## src/rtl/sio_pkg.sv

```systemverilog
package sio_pkg;
  localparam logic [3:0] OFS_CTRL = 4'h0;
  localparam logic [3:0] OFS_IEN  = 4'h4;
  localparam logic [3:0] OFS_TXB  = 4'h8;
  localparam logic [3:0] OFS_RXB  = 4'h9;
  localparam logic [3:0] OFS_STAT = 4'hC;

  localparam int CTRL_TX_ON  = 15;
  localparam int CTRL_RX_ON  = 14;
  localparam int IEN_RX      = 0;
  localparam int STAT_BUSY   = 5;
  localparam int STAT_READY  = 4;
  localparam int STAT_OVRUN  = 3;

  typedef enum logic [1:0] {
    RX_IDLE  = 2'd0,
    RX_START = 2'd1,
    RX_BITS  = 2'd2,
    RX_STOP  = 2'd3
  } rx_state_t;
endpackage

```

## src/rtl/sio_tx.sv

```systemverilog
module sio_tx #(
  parameter int DATA_W = 8,
  parameter int OVS    = 8
) (
  input  logic              clk,
  input  logic              rst_n,
  input  logic              tick,
  input  logic              load,
  input  logic [DATA_W-1:0] din,
  output logic              busy,
  output logic              txd
);
  localparam int FRAME_W = DATA_W + 2;
  localparam int CW      = $clog2(OVS);
  localparam int BW      = $clog2(FRAME_W);

  logic [FRAME_W-1:0] frame;
  logic [CW-1:0]      tcnt;
  logic [BW-1:0]      bcnt;

  always_ff @(posedge clk) begin
    if (!rst_n) begin
      frame <= '1;
      tcnt  <= '0;
      bcnt  <= '0;
      busy  <= 1'b0;
    end else if (load && !busy) begin
      frame <= {1'b1, din, 1'b0};
      tcnt  <= '0;
      bcnt  <= '0;
      busy  <= 1'b1;
    end else if (busy && tick) begin
      if (tcnt == CW'(OVS - 1)) begin
        tcnt  <= '0;
        frame <= {1'b1, frame[FRAME_W-1:1]};
        if (bcnt == BW'(FRAME_W - 1)) busy <= 1'b0;
        else                          bcnt <= bcnt + 1'b1;
      end else begin
        tcnt <= tcnt + 1'b1;
      end
    end
  end

  assign txd = frame[0];

  // an accepted load starts the frame with a low start bit
  p_start_low_r3: assert property (@(posedge clk) disable iff (!rst_n)
    (load && !busy) |=> (busy && !txd));

  // the line only moves after a tick while a frame is in flight
  p_bit_hold_r3: assert property (@(posedge clk) disable iff (!rst_n)
    (busy && $past(busy) && !$past(tick)) |-> $stable(txd));
endmodule

```

## src/rtl/sio_rx.sv

```systemverilog
module sio_rx
  import sio_pkg::*;
#(
  parameter int DATA_W = 8,
  parameter int OVS    = 8
) (
  input  logic              clk,
  input  logic              rst_n,
  input  logic              tick,
  input  logic              en,
  input  logic              rxd,
  output logic              byte_valid,
  output logic [DATA_W-1:0] byte_out
);
  localparam int CW   = $clog2(OVS);
  localparam int BW   = $clog2(DATA_W);
  localparam int HALF = OVS / 2;

  logic       s1, s2, s3;
  rx_state_t  state;
  logic [CW-1:0] tcnt;
  logic [BW-1:0] bcnt;
  logic [DATA_W-1:0] shreg;
  logic fall;

  assign fall = s3 && !s2;

  always_ff @(posedge clk) begin
    if (!rst_n) begin
      s1 <= 1'b1;
      s2 <= 1'b1;
      s3 <= 1'b1;
    end else begin
      s1 <= rxd;
      s2 <= s1;
      s3 <= s2;
    end
  end

  always_ff @(posedge clk) begin
    if (!rst_n) begin
      state      <= RX_IDLE;
      tcnt       <= '0;
      bcnt       <= '0;
      shreg      <= '0;
      byte_valid <= 1'b0;
    end else begin
      byte_valid <= 1'b0;
      if (!en) begin
        state <= RX_IDLE;
      end else begin
        unique case (state)
          RX_IDLE: if (fall) begin
            state <= RX_START;
            tcnt  <= '0;
          end
          RX_START: if (tick) begin
            if (tcnt == CW'(HALF - 1)) begin
              tcnt  <= '0;
              bcnt  <= '0;
              state <= s2 ? RX_IDLE : RX_BITS;
            end else begin
              tcnt <= tcnt + 1'b1;
            end
          end
          RX_BITS: if (tick) begin
            if (tcnt == CW'(OVS - 1)) begin
              tcnt  <= '0;
              shreg <= {s2, shreg[DATA_W-1:1]};
              if (bcnt == BW'(DATA_W - 1)) state <= RX_STOP;
              else                         bcnt  <= bcnt + 1'b1;
            end else begin
              tcnt <= tcnt + 1'b1;
            end
          end
          RX_STOP: if (tick) begin
            if (tcnt == CW'(OVS - 1)) begin
              tcnt       <= '0;
              state      <= RX_IDLE;
              byte_valid <= s2;
            end else begin
              tcnt <= tcnt + 1'b1;
            end
          end
          default: state <= RX_IDLE;
        endcase
      end
    end
  end

  assign byte_out = shreg;

  // a completed character is announced for one cycle only
  p_strobe_single_r6: assert property (@(posedge clk) disable iff (!rst_n)
    byte_valid |=> !byte_valid);
endmodule

```

## src/rtl/sio_regs.sv

```systemverilog
module sio_regs
  import sio_pkg::*;
#(
  parameter int DATA_W = 8,
  parameter int REG_W  = 16,
  parameter int ADDR_W = 4
) (
  input  logic              clk,
  input  logic              rst_n,
  input  logic              bus_valid,
  input  logic              bus_write,
  input  logic [ADDR_W-1:0] bus_addr,
  input  logic [REG_W-1:0]  bus_wdata,
  output logic [REG_W-1:0]  bus_rdata,
  input  logic              tx_busy,
  output logic              tx_load,
  output logic [DATA_W-1:0] tx_data,
  output logic              rx_en,
  input  logic              rx_valid,
  input  logic [DATA_W-1:0] rx_byte,
  output logic              irq
);
  logic [REG_W-1:0]  ctrl;
  logic [7:0]        ien;
  logic [DATA_W-1:0] rx_hold;
  logic              rx_ready, overrun;
  logic              wr, rd, rd_rx;
  logic [REG_W-1:0]  stat;

  assign wr    = bus_valid && bus_write;
  assign rd    = bus_valid && !bus_write;
  assign rd_rx = rd && (bus_addr == ADDR_W'(OFS_RXB));

  assign tx_load = wr && (bus_addr == ADDR_W'(OFS_TXB)) && ctrl[CTRL_TX_ON];
  assign tx_data = bus_wdata[DATA_W-1:0];
  assign rx_en   = ctrl[CTRL_RX_ON];
  assign irq     = rx_ready && ien[IEN_RX];

  always_comb begin
    stat             = '0;
    stat[STAT_BUSY]  = tx_busy;
    stat[STAT_READY] = rx_ready;
    stat[STAT_OVRUN] = overrun;
  end

  always_ff @(posedge clk) begin
    if (!rst_n) begin
      ctrl <= '0;
      ien  <= '0;
    end else if (wr) begin
      if (bus_addr == ADDR_W'(OFS_CTRL)) ctrl <= bus_wdata;
      if (bus_addr == ADDR_W'(OFS_IEN))  ien  <= bus_wdata[7:0];
    end
  end

  always_ff @(posedge clk) begin
    if (!rst_n) begin
      rx_hold  <= '0;
      rx_ready <= 1'b0;
      overrun  <= 1'b0;
    end else if (rx_valid) begin
      rx_hold  <= rx_byte;
      rx_ready <= 1'b1;
      overrun  <= rx_ready && !rd_rx;
    end else if (rd_rx) begin
      rx_ready <= 1'b0;
      overrun  <= 1'b0;
    end
  end

  always_ff @(posedge clk) begin
    if (!rst_n) begin
      bus_rdata <= '0;
    end else if (rd) begin
      unique case (bus_addr)
        ADDR_W'(OFS_CTRL): bus_rdata <= ctrl;
        ADDR_W'(OFS_IEN):  bus_rdata <= REG_W'(ien);
        ADDR_W'(OFS_RXB):  bus_rdata <= REG_W'(rx_hold);
        ADDR_W'(OFS_STAT): bus_rdata <= stat;
        default:           bus_rdata <= '0;
      endcase
    end
  end

  // reading the receive byte empties the holding flag
  p_read_clears_r8: assert property (@(posedge clk) disable iff (!rst_n)
    (rd_rx && !rx_valid) |=> !rx_ready);

  // overrun can only rise on top of an unread byte
  p_overrun_cause_r10: assert property (@(posedge clk) disable iff (!rst_n)
    $rose(overrun) |-> $past(rx_ready));
endmodule

```

## src/rtl/sio_channel.sv

```systemverilog
module sio_channel
  import sio_pkg::*;
#(
  parameter int DATA_W = 8,
  parameter int OVS    = 8,
  parameter int REG_W  = 16,
  parameter int ADDR_W = 4
) (
  input  logic              clk,
  input  logic              rst_n,
  input  logic              bus_valid,
  input  logic              bus_write,
  input  logic [ADDR_W-1:0] bus_addr,
  input  logic [REG_W-1:0]  bus_wdata,
  output logic [REG_W-1:0]  bus_rdata,
  input  logic              baud_tick,
  input  logic              rxd,
  output logic              txd,
  output logic              irq_rx
);
  logic              tx_busy, tx_load, rx_en, rx_valid;
  logic [DATA_W-1:0] tx_data, rx_byte;

  sio_regs #(.DATA_W(DATA_W), .REG_W(REG_W), .ADDR_W(ADDR_W)) u_regs (
    .clk(clk), .rst_n(rst_n),
    .bus_valid(bus_valid), .bus_write(bus_write), .bus_addr(bus_addr),
    .bus_wdata(bus_wdata), .bus_rdata(bus_rdata),
    .tx_busy(tx_busy), .tx_load(tx_load), .tx_data(tx_data),
    .rx_en(rx_en), .rx_valid(rx_valid), .rx_byte(rx_byte),
    .irq(irq_rx)
  );

  sio_tx #(.DATA_W(DATA_W), .OVS(OVS)) u_tx (
    .clk(clk), .rst_n(rst_n), .tick(baud_tick),
    .load(tx_load), .din(tx_data), .busy(tx_busy), .txd(txd)
  );

  sio_rx #(.DATA_W(DATA_W), .OVS(OVS)) u_rx (
    .clk(clk), .rst_n(rst_n), .tick(baud_tick), .en(rx_en),
    .rxd(rxd), .byte_valid(rx_valid), .byte_out(rx_byte)
  );
endmodule

```

## config.mk

```make
export PLATFORM = sky130hd
export DESIGN_NAME = sio_channel
export DESIGN_NICKNAME = d
export VERILOG_FILES = /design/src/rtl/sio_pkg.sv /design/src/rtl/sio_tx.sv /design/src/rtl/sio_rx.sv /design/src/rtl/sio_regs.sv /design/src/rtl/sio_channel.sv
export SDC_FILE = /design/constraint.sdc
export NUM_CORES = 1
export LEC_CHECK = 0
export BUFFER_PORTS_ARGS = -buffer_cell sky130_fd_sc_hd__buf_2
export CORE_UTILIZATION = 50
export DETAILED_ROUTE_END_ITERATION = 6
export MAX_ROUTING_LAYER = met4
export PLACE_DENSITY = 0.67
export SYNTH_ARGS = -nofsm -noshare
export SYNTH_HDL_FRONTEND = slang
export SYNTH_SLANG_ARGS = --single-unit
```

## constraint.sdc

```tcl
create_clock -name clk -period 3.5 [get_ports clk]
set_clock_uncertainty 0.05 [all_clocks]
set_input_delay 0.525 -clock clk [delete_from_list [all_inputs] [get_ports clk]]
set_output_delay 0.525 -clock clk [all_outputs]
set_load 0.005 [all_outputs]
```

Yosys cells after proc, flatten, opt, wreduce, memory -nomap -nowiden. Cells that the tools add are included. W data, S select, Z words.

$add $sub $neg: 4. Eq/ne operators: 22. Reduce and logical (&&, ||, !) cells: 34. Muxes and demuxes: 34. Bitwise gates (word level): 2.

Operator list (number): $pmux W16 S4 (1); $mux W3 (11); $mux W9 (3); $mux W2 (9); $eq A4 B4 Y1 const B (4); $ne A2 B1 Y1 const B (6); $logic_and A1 B1 Y1 (10); $reduce_bool A2 Y1 (5); $add A3 B1 Y3 const B (3); $eq A3 B3 Y1 const B (3); $pmux W3 S3 (1); $ne A2 B2 Y1 const B (4); $pmux W2 S4 (1); $reduce_and A2 Y1 (4); $reduce_and A4 Y1 (2); $reduce_and A8 Y1 (1); $mux W1 (7); $reduce_and A7 Y1 (1); $pmux W3 S2 (1); $reduce_and A3 Y1 (2); $reduce_and A5 Y1 (1); $add A4 B1 Y4 const B (1); $eq A2 B2 Y1 const B (2); $eq A4 B3 Y1 const B (1); 7 further kinds (12).

Word-level logic and storage cells: 114. Register bits after elaboration: 87.

Longest topological paths before layout.
Depth in word-level cells: 6. Depth in mapped cells: 7.

Cells and area by module. Synthesis repeated with hierarchy kept, for this count alone.

Cells, all modules: 434. Area total of the unflattened synthesis: 3917.5 sq um.

Modules (own cells, without submodules): sio_regs (area an instance 2235.9 sq um, instances 1, cells each 245); sio_rx (area an instance 910.9 sq um, instances 1, cells each 96); sio_tx (area an instance 770.7 sq um, instances 1, cells each 93).

Least setup slack after synthesis. OpenSTA, ideal clock, no wires.

Path type: input port to flip-flop. Start: input bus_addr[3]. End: register u_regs.bus_rdata[0]. Path buffers: 1. Library setup time: 69 ps. Setup slack: 1800 ps. Required time: 3381 ps. Data arrival time: 1582 ps. Stages on the path: 5. Cell sequence: nor2b_1 xor2_1 or4b_1 buf_2 o21ai_1.

Cells in the longest elaborated chain, start to end: 2.

RTL lines: from (decl) (line sio_channel.sv:13) `input logic [ADDR_W-1:0] bus_addr,`; $eq A4 B4 Y1 (tied with other cells) (line sio_regs.sv:75) `unique case (bus_addr)`; $pmux W16 S4 (*) (line sio_regs.sv:75); to (signal assigned) (line sio_regs.sv:76) `ADDR_W'(OFS_CTRL): bus_rdata <= ctrl;`; to (signal assigned) (line sio_regs.sv:77) `ADDR_W'(OFS_IEN): bus_rdata <= REG_W'(ien);`; to (signal assigned) (line sio_regs.sv:78) `ADDR_W'(OFS_RXB): bus_rdata <= REG_W'(rx_hold);`; to (decl) (line sio_regs.sv:14) `output logic [REG_W-1:0] bus_rdata,`.

Mark *: on every way between the ends. The rest lies on a longest branch, timed or not. A chain may end at the register's enable or synchronous reset.

Worst setup path in the final report.
Start: register u_rx.tcnt[0]. End: register u_rx.shreg[3], in the netlist u_rx.byte_out[3].

Cells in the longest elaborated chain, start to end: 2.

RTL lines: from (decl) (line sio_rx.sv:21) `logic [CW-1:0] tcnt;`; from (signal assigned) (line sio_rx.sv:63) `tcnt <= tcnt + 1'b1;`; from (signal assigned) (line sio_rx.sv:73) `tcnt <= tcnt + 1'b1;`; from (signal assigned) (line sio_rx.sv:82) `tcnt <= tcnt + 1'b1;`; $eq A3 B3 Y1 (line sio_rx.sv:67) `if (tcnt == CW'(OVS - 1)) begin`; $reduce_and A4 Y1 (no source line); to (signal assigned) (line sio_rx.sv:69) `shreg <= {s2, shreg[DATA_W-1:1]};`; to (decl) (line sio_rx.sv:23) `logic [DATA_W-1:0] shreg;`.

Every way passes these cells.

==> results by group <==
Worst setup path
  – CP max FO: 8
  – End point of the critical path: u_rx.byte_out[3]
  – R2R Path Start: u_rx.tcnt[0]
  – CP startpoint: u_rx.tcnt[0]
  – Critical Path RT: 3.70 ns
  – Arrival time worst endpoint: 2.10 ns
  – Worst setup SP type: flip-flop
  – Crit Path Class: flip-flop to flip-flop
  – Worst setup EP type: flip-flop
  – Reg2Reg Setup Slack: 1.60 ns
  – Reg2reg end: u_rx.byte_out[3]
  – FF-to-FF path depth: 6

Timing
  – Unrepaired setup endpoints after global routing: no
  – Slew headroom: 59.4%
  – # setup viols final: 0
  – Fin crit share: 54.2%
  – Setup TNS: 0 ns
  – Worst slew pin tran: a little over 0.6 ns
  – Final min period: ~1.9 ns
  – Hold_ws: 0.304 ns
  – Pins Over Slew Limit: 0
  – Hold Violations, Final: 0
  – F_max: 0.528 GHz
  – Final Worst Setup Slack: between 1.5 and 2 ns

Clock tree
  – CTS Buffer Depth: 2
  – Hold-fix buffer count after cts: 0
  – Num CTS Buffers: 9
  – Worst-path clk slew: 0.09 ns
  – Resized Gates After CTS: 0
  – # H-tree levels: 3
  – CTS sink count: 87
  – CTS Root Cell: clkbuf_8
  – CTS tree: built
  – # Post-CTS Setup Buffers: 0
  – Skew-Pair Late Insertion Delay: 0.35 ns

Synthesis
  – Synthesized area per cell: 9.50 um^2
  – #FFs+latches synth: 87
  – Post-synth EDFFs: 0
  – Post-synth top area share: 45.6%
  – Async SR Flop Fraction: 0%
  – Cell Area, Synth: 0.00382 mm^2
  – Synth area leader: dfxtp_1
  – Main synth FF type: dfxtp_1
  – Syn Nets: 438
  – Post-Syn Instances: 402
  – YS warnings: 0
  – Ranking of synthesized cells by area: dfxtp_1 (46%), mux2i_1 (12%), nor2b_1 (8.2%)
  – Netlist cell types: 47
  – Sequential area share after synthesis: between 40 and 50%

Placement
  – RD Place Congestion: around 0.84
  – Pre-CTS setup slack: between 1 and 1.5 ns
  – Dpl hpwl: ~5200 um
  – Area after DPL: 0.00407 mm^2
  – Port Buffers: 43
  – # placed instances: around 520

Final layout
  – Synth-to-layout area growth: 13.4%
  – Final instance area: 0.00433 mm^2
  – Layout cells sized above 1: 14.9%
  – Antenna diodes: 0
  – Fin util: 59.1%
  – Nets@finish: 469
  – # fillers: 645
  – Most common cell after layout, fill and taps aside: dfxtp_1
  – Most frequent cells in the layout: dfxtp_1 (87), nor2b_1 (50), mux2i_1 (47)
  – Fin cells: 536

Pwr
  – Internal Power: 1.59 mW
  – Logic pwr share: 3.8%
  – Seq pwr share: between 50% and 60%
  – Total chip power: 1.98 mW
  – Sw power: 0.393 mW
  – Sw Ratio: roughly 20%
  – P_leak: 1.74 nW
  – Power density over the cells: 457 mW/mm^2
  – Clock Power Share: 46.0%
  – Peak VDD IR: ~0.28 mV

Min path
  – Worst Hold Class: primary input to flip-flop
  – Hold Crit Depth: 2

Drt
  – Final routed DRC violation total: 0
  – WL final: 7370 um
  – DR WL/cell: 13.7 um
  – Via count: 2,838
  – Via density: 5.29
  – DRT iter0 DRCs: 139
  – DR pass1 iterations: 4
  – DRT antenna net count: 0

Floorplan
  – Row Count: 31
  – I/O pin cnt: 44
  – Die area: 0.00799 mm^2
  – Core Region: ~0.0073 mm^2
  – Initial Utilization: between 50% and 60%
  – Die span in x: 89.4 um
  – Die Y: 89.4 um

Global routing
  – Vias in the first global route: 2,439
  – Initial antenna violation count: 0
  – GRT overflow: 0
  – GRT Total Usage: 19.7%
  – Pin count of the biggest net entering global routing: 38
  – First-pass GRT wire length: 11,600 um

Job
  – Total of max-cap violations: 0

Outcome
  – Status: finished clean
state kept, by name, indices dropped and copies added, names as in the netlist, 3 cells and up, named ones only:
| signal | flops |
|---|---|
| u_regs.rx_hold | 8 |
| u_regs.ctrl | 16 |
| u_rx.bcnt | 3 |
| u_tx.tcnt | 3 |
| u_tx.frame | 9 |
| u_regs.ien | 8 |
| u_rx.tcnt | 3 |
| u_regs.bus_rdata | 16 |
| u_tx.bcnt | 4 |
| u_rx.byte_out | 8 |
layout make-up:
cell class / instances / area [um^2] / area share (%)
timing repair buffer: 45 / 230 / 5.31
clock buffer: 10 / 138 / 3.18
clock inverter: 5 / 129 / 2.98
tap: 99 / 124 / 2.86
inverter: 7 / 26.3 / 0.607
sequential: 87 / 1740 / 40.2
multi-input combinational: 283 / 1940 / 44.9
synthesized netlist by cell type (all sizes together) (2+ instances only):
cell	count
nand2	41
and3	3
buf	11
a22oi	8
inv	7
a31oi	7
nor2b	50
nand3	12
and2	3
mux2i	47
o31ai	2
xor2	2
nand2b	5
o21ai	15
dfxtp	87
ha	10
nand4b	2
nor3b	7
nor2	17
nand3b	8
nor3	4
nand4	8
a2bb2oi	5
nor4b	2
a211oi	2
a21oi	9
clkbuf	14
worst min path at each step:
stage / from / to
final: rxd / u_rx.s1
after CTS: rxd / u_rx.s1
after floorplan: u_rx.s1 / u_rx.s2
after global placement: u_rx.s1 / u_rx.s2
after detailed placement: u_rx.s1 / u_rx.s2
after global routing: rxd / u_rx.s1
worst max-delay path: stages, from the launching register on:
cell     delay, ns
dfxtp_1       0.36
ha_1          0.20
ha_1          0.22
nand2_1       0.15
nor3_4        0.50
mux2i_1       0.26
nor2b_1       0.06
per-layer routing:
metal  global-route usage (%)  routed length, um
met1                     26.8               3790
met2                     28.9               3300
met3                     3.60                212
met4                     7.79                 68
met5                        -                  0
logic make-up after synthesis:
family          Yosys count  share of synthesized area [%]
compound gates           52                           8.68
xor+xnor                  3                          0.688
fa+ha+maj                10                           3.28
buf+inv                  32                           3.51
flops                    87                           45.6
mux                      48                           12.6
simple gates            170                           25.6
power groups by stage:
| stage | logic, mW | registers, mW | clock network (mW) |
|---|---|---|---|
| global placement | 0.0754 | 1.02 | 0 |
| detailed placement | 0.0759 | 1.02 | 0 |
| finish | 0.0758 | 0.994 | 0.911 |
| CTS | 0.0760 | 0.994 | 0.933 |
| global route | 0.0824 | 0.995 | 0.976 |
| floorplan | 0.0477 | 1.02 | 0 |
Power figures use the tool's default switching activity.
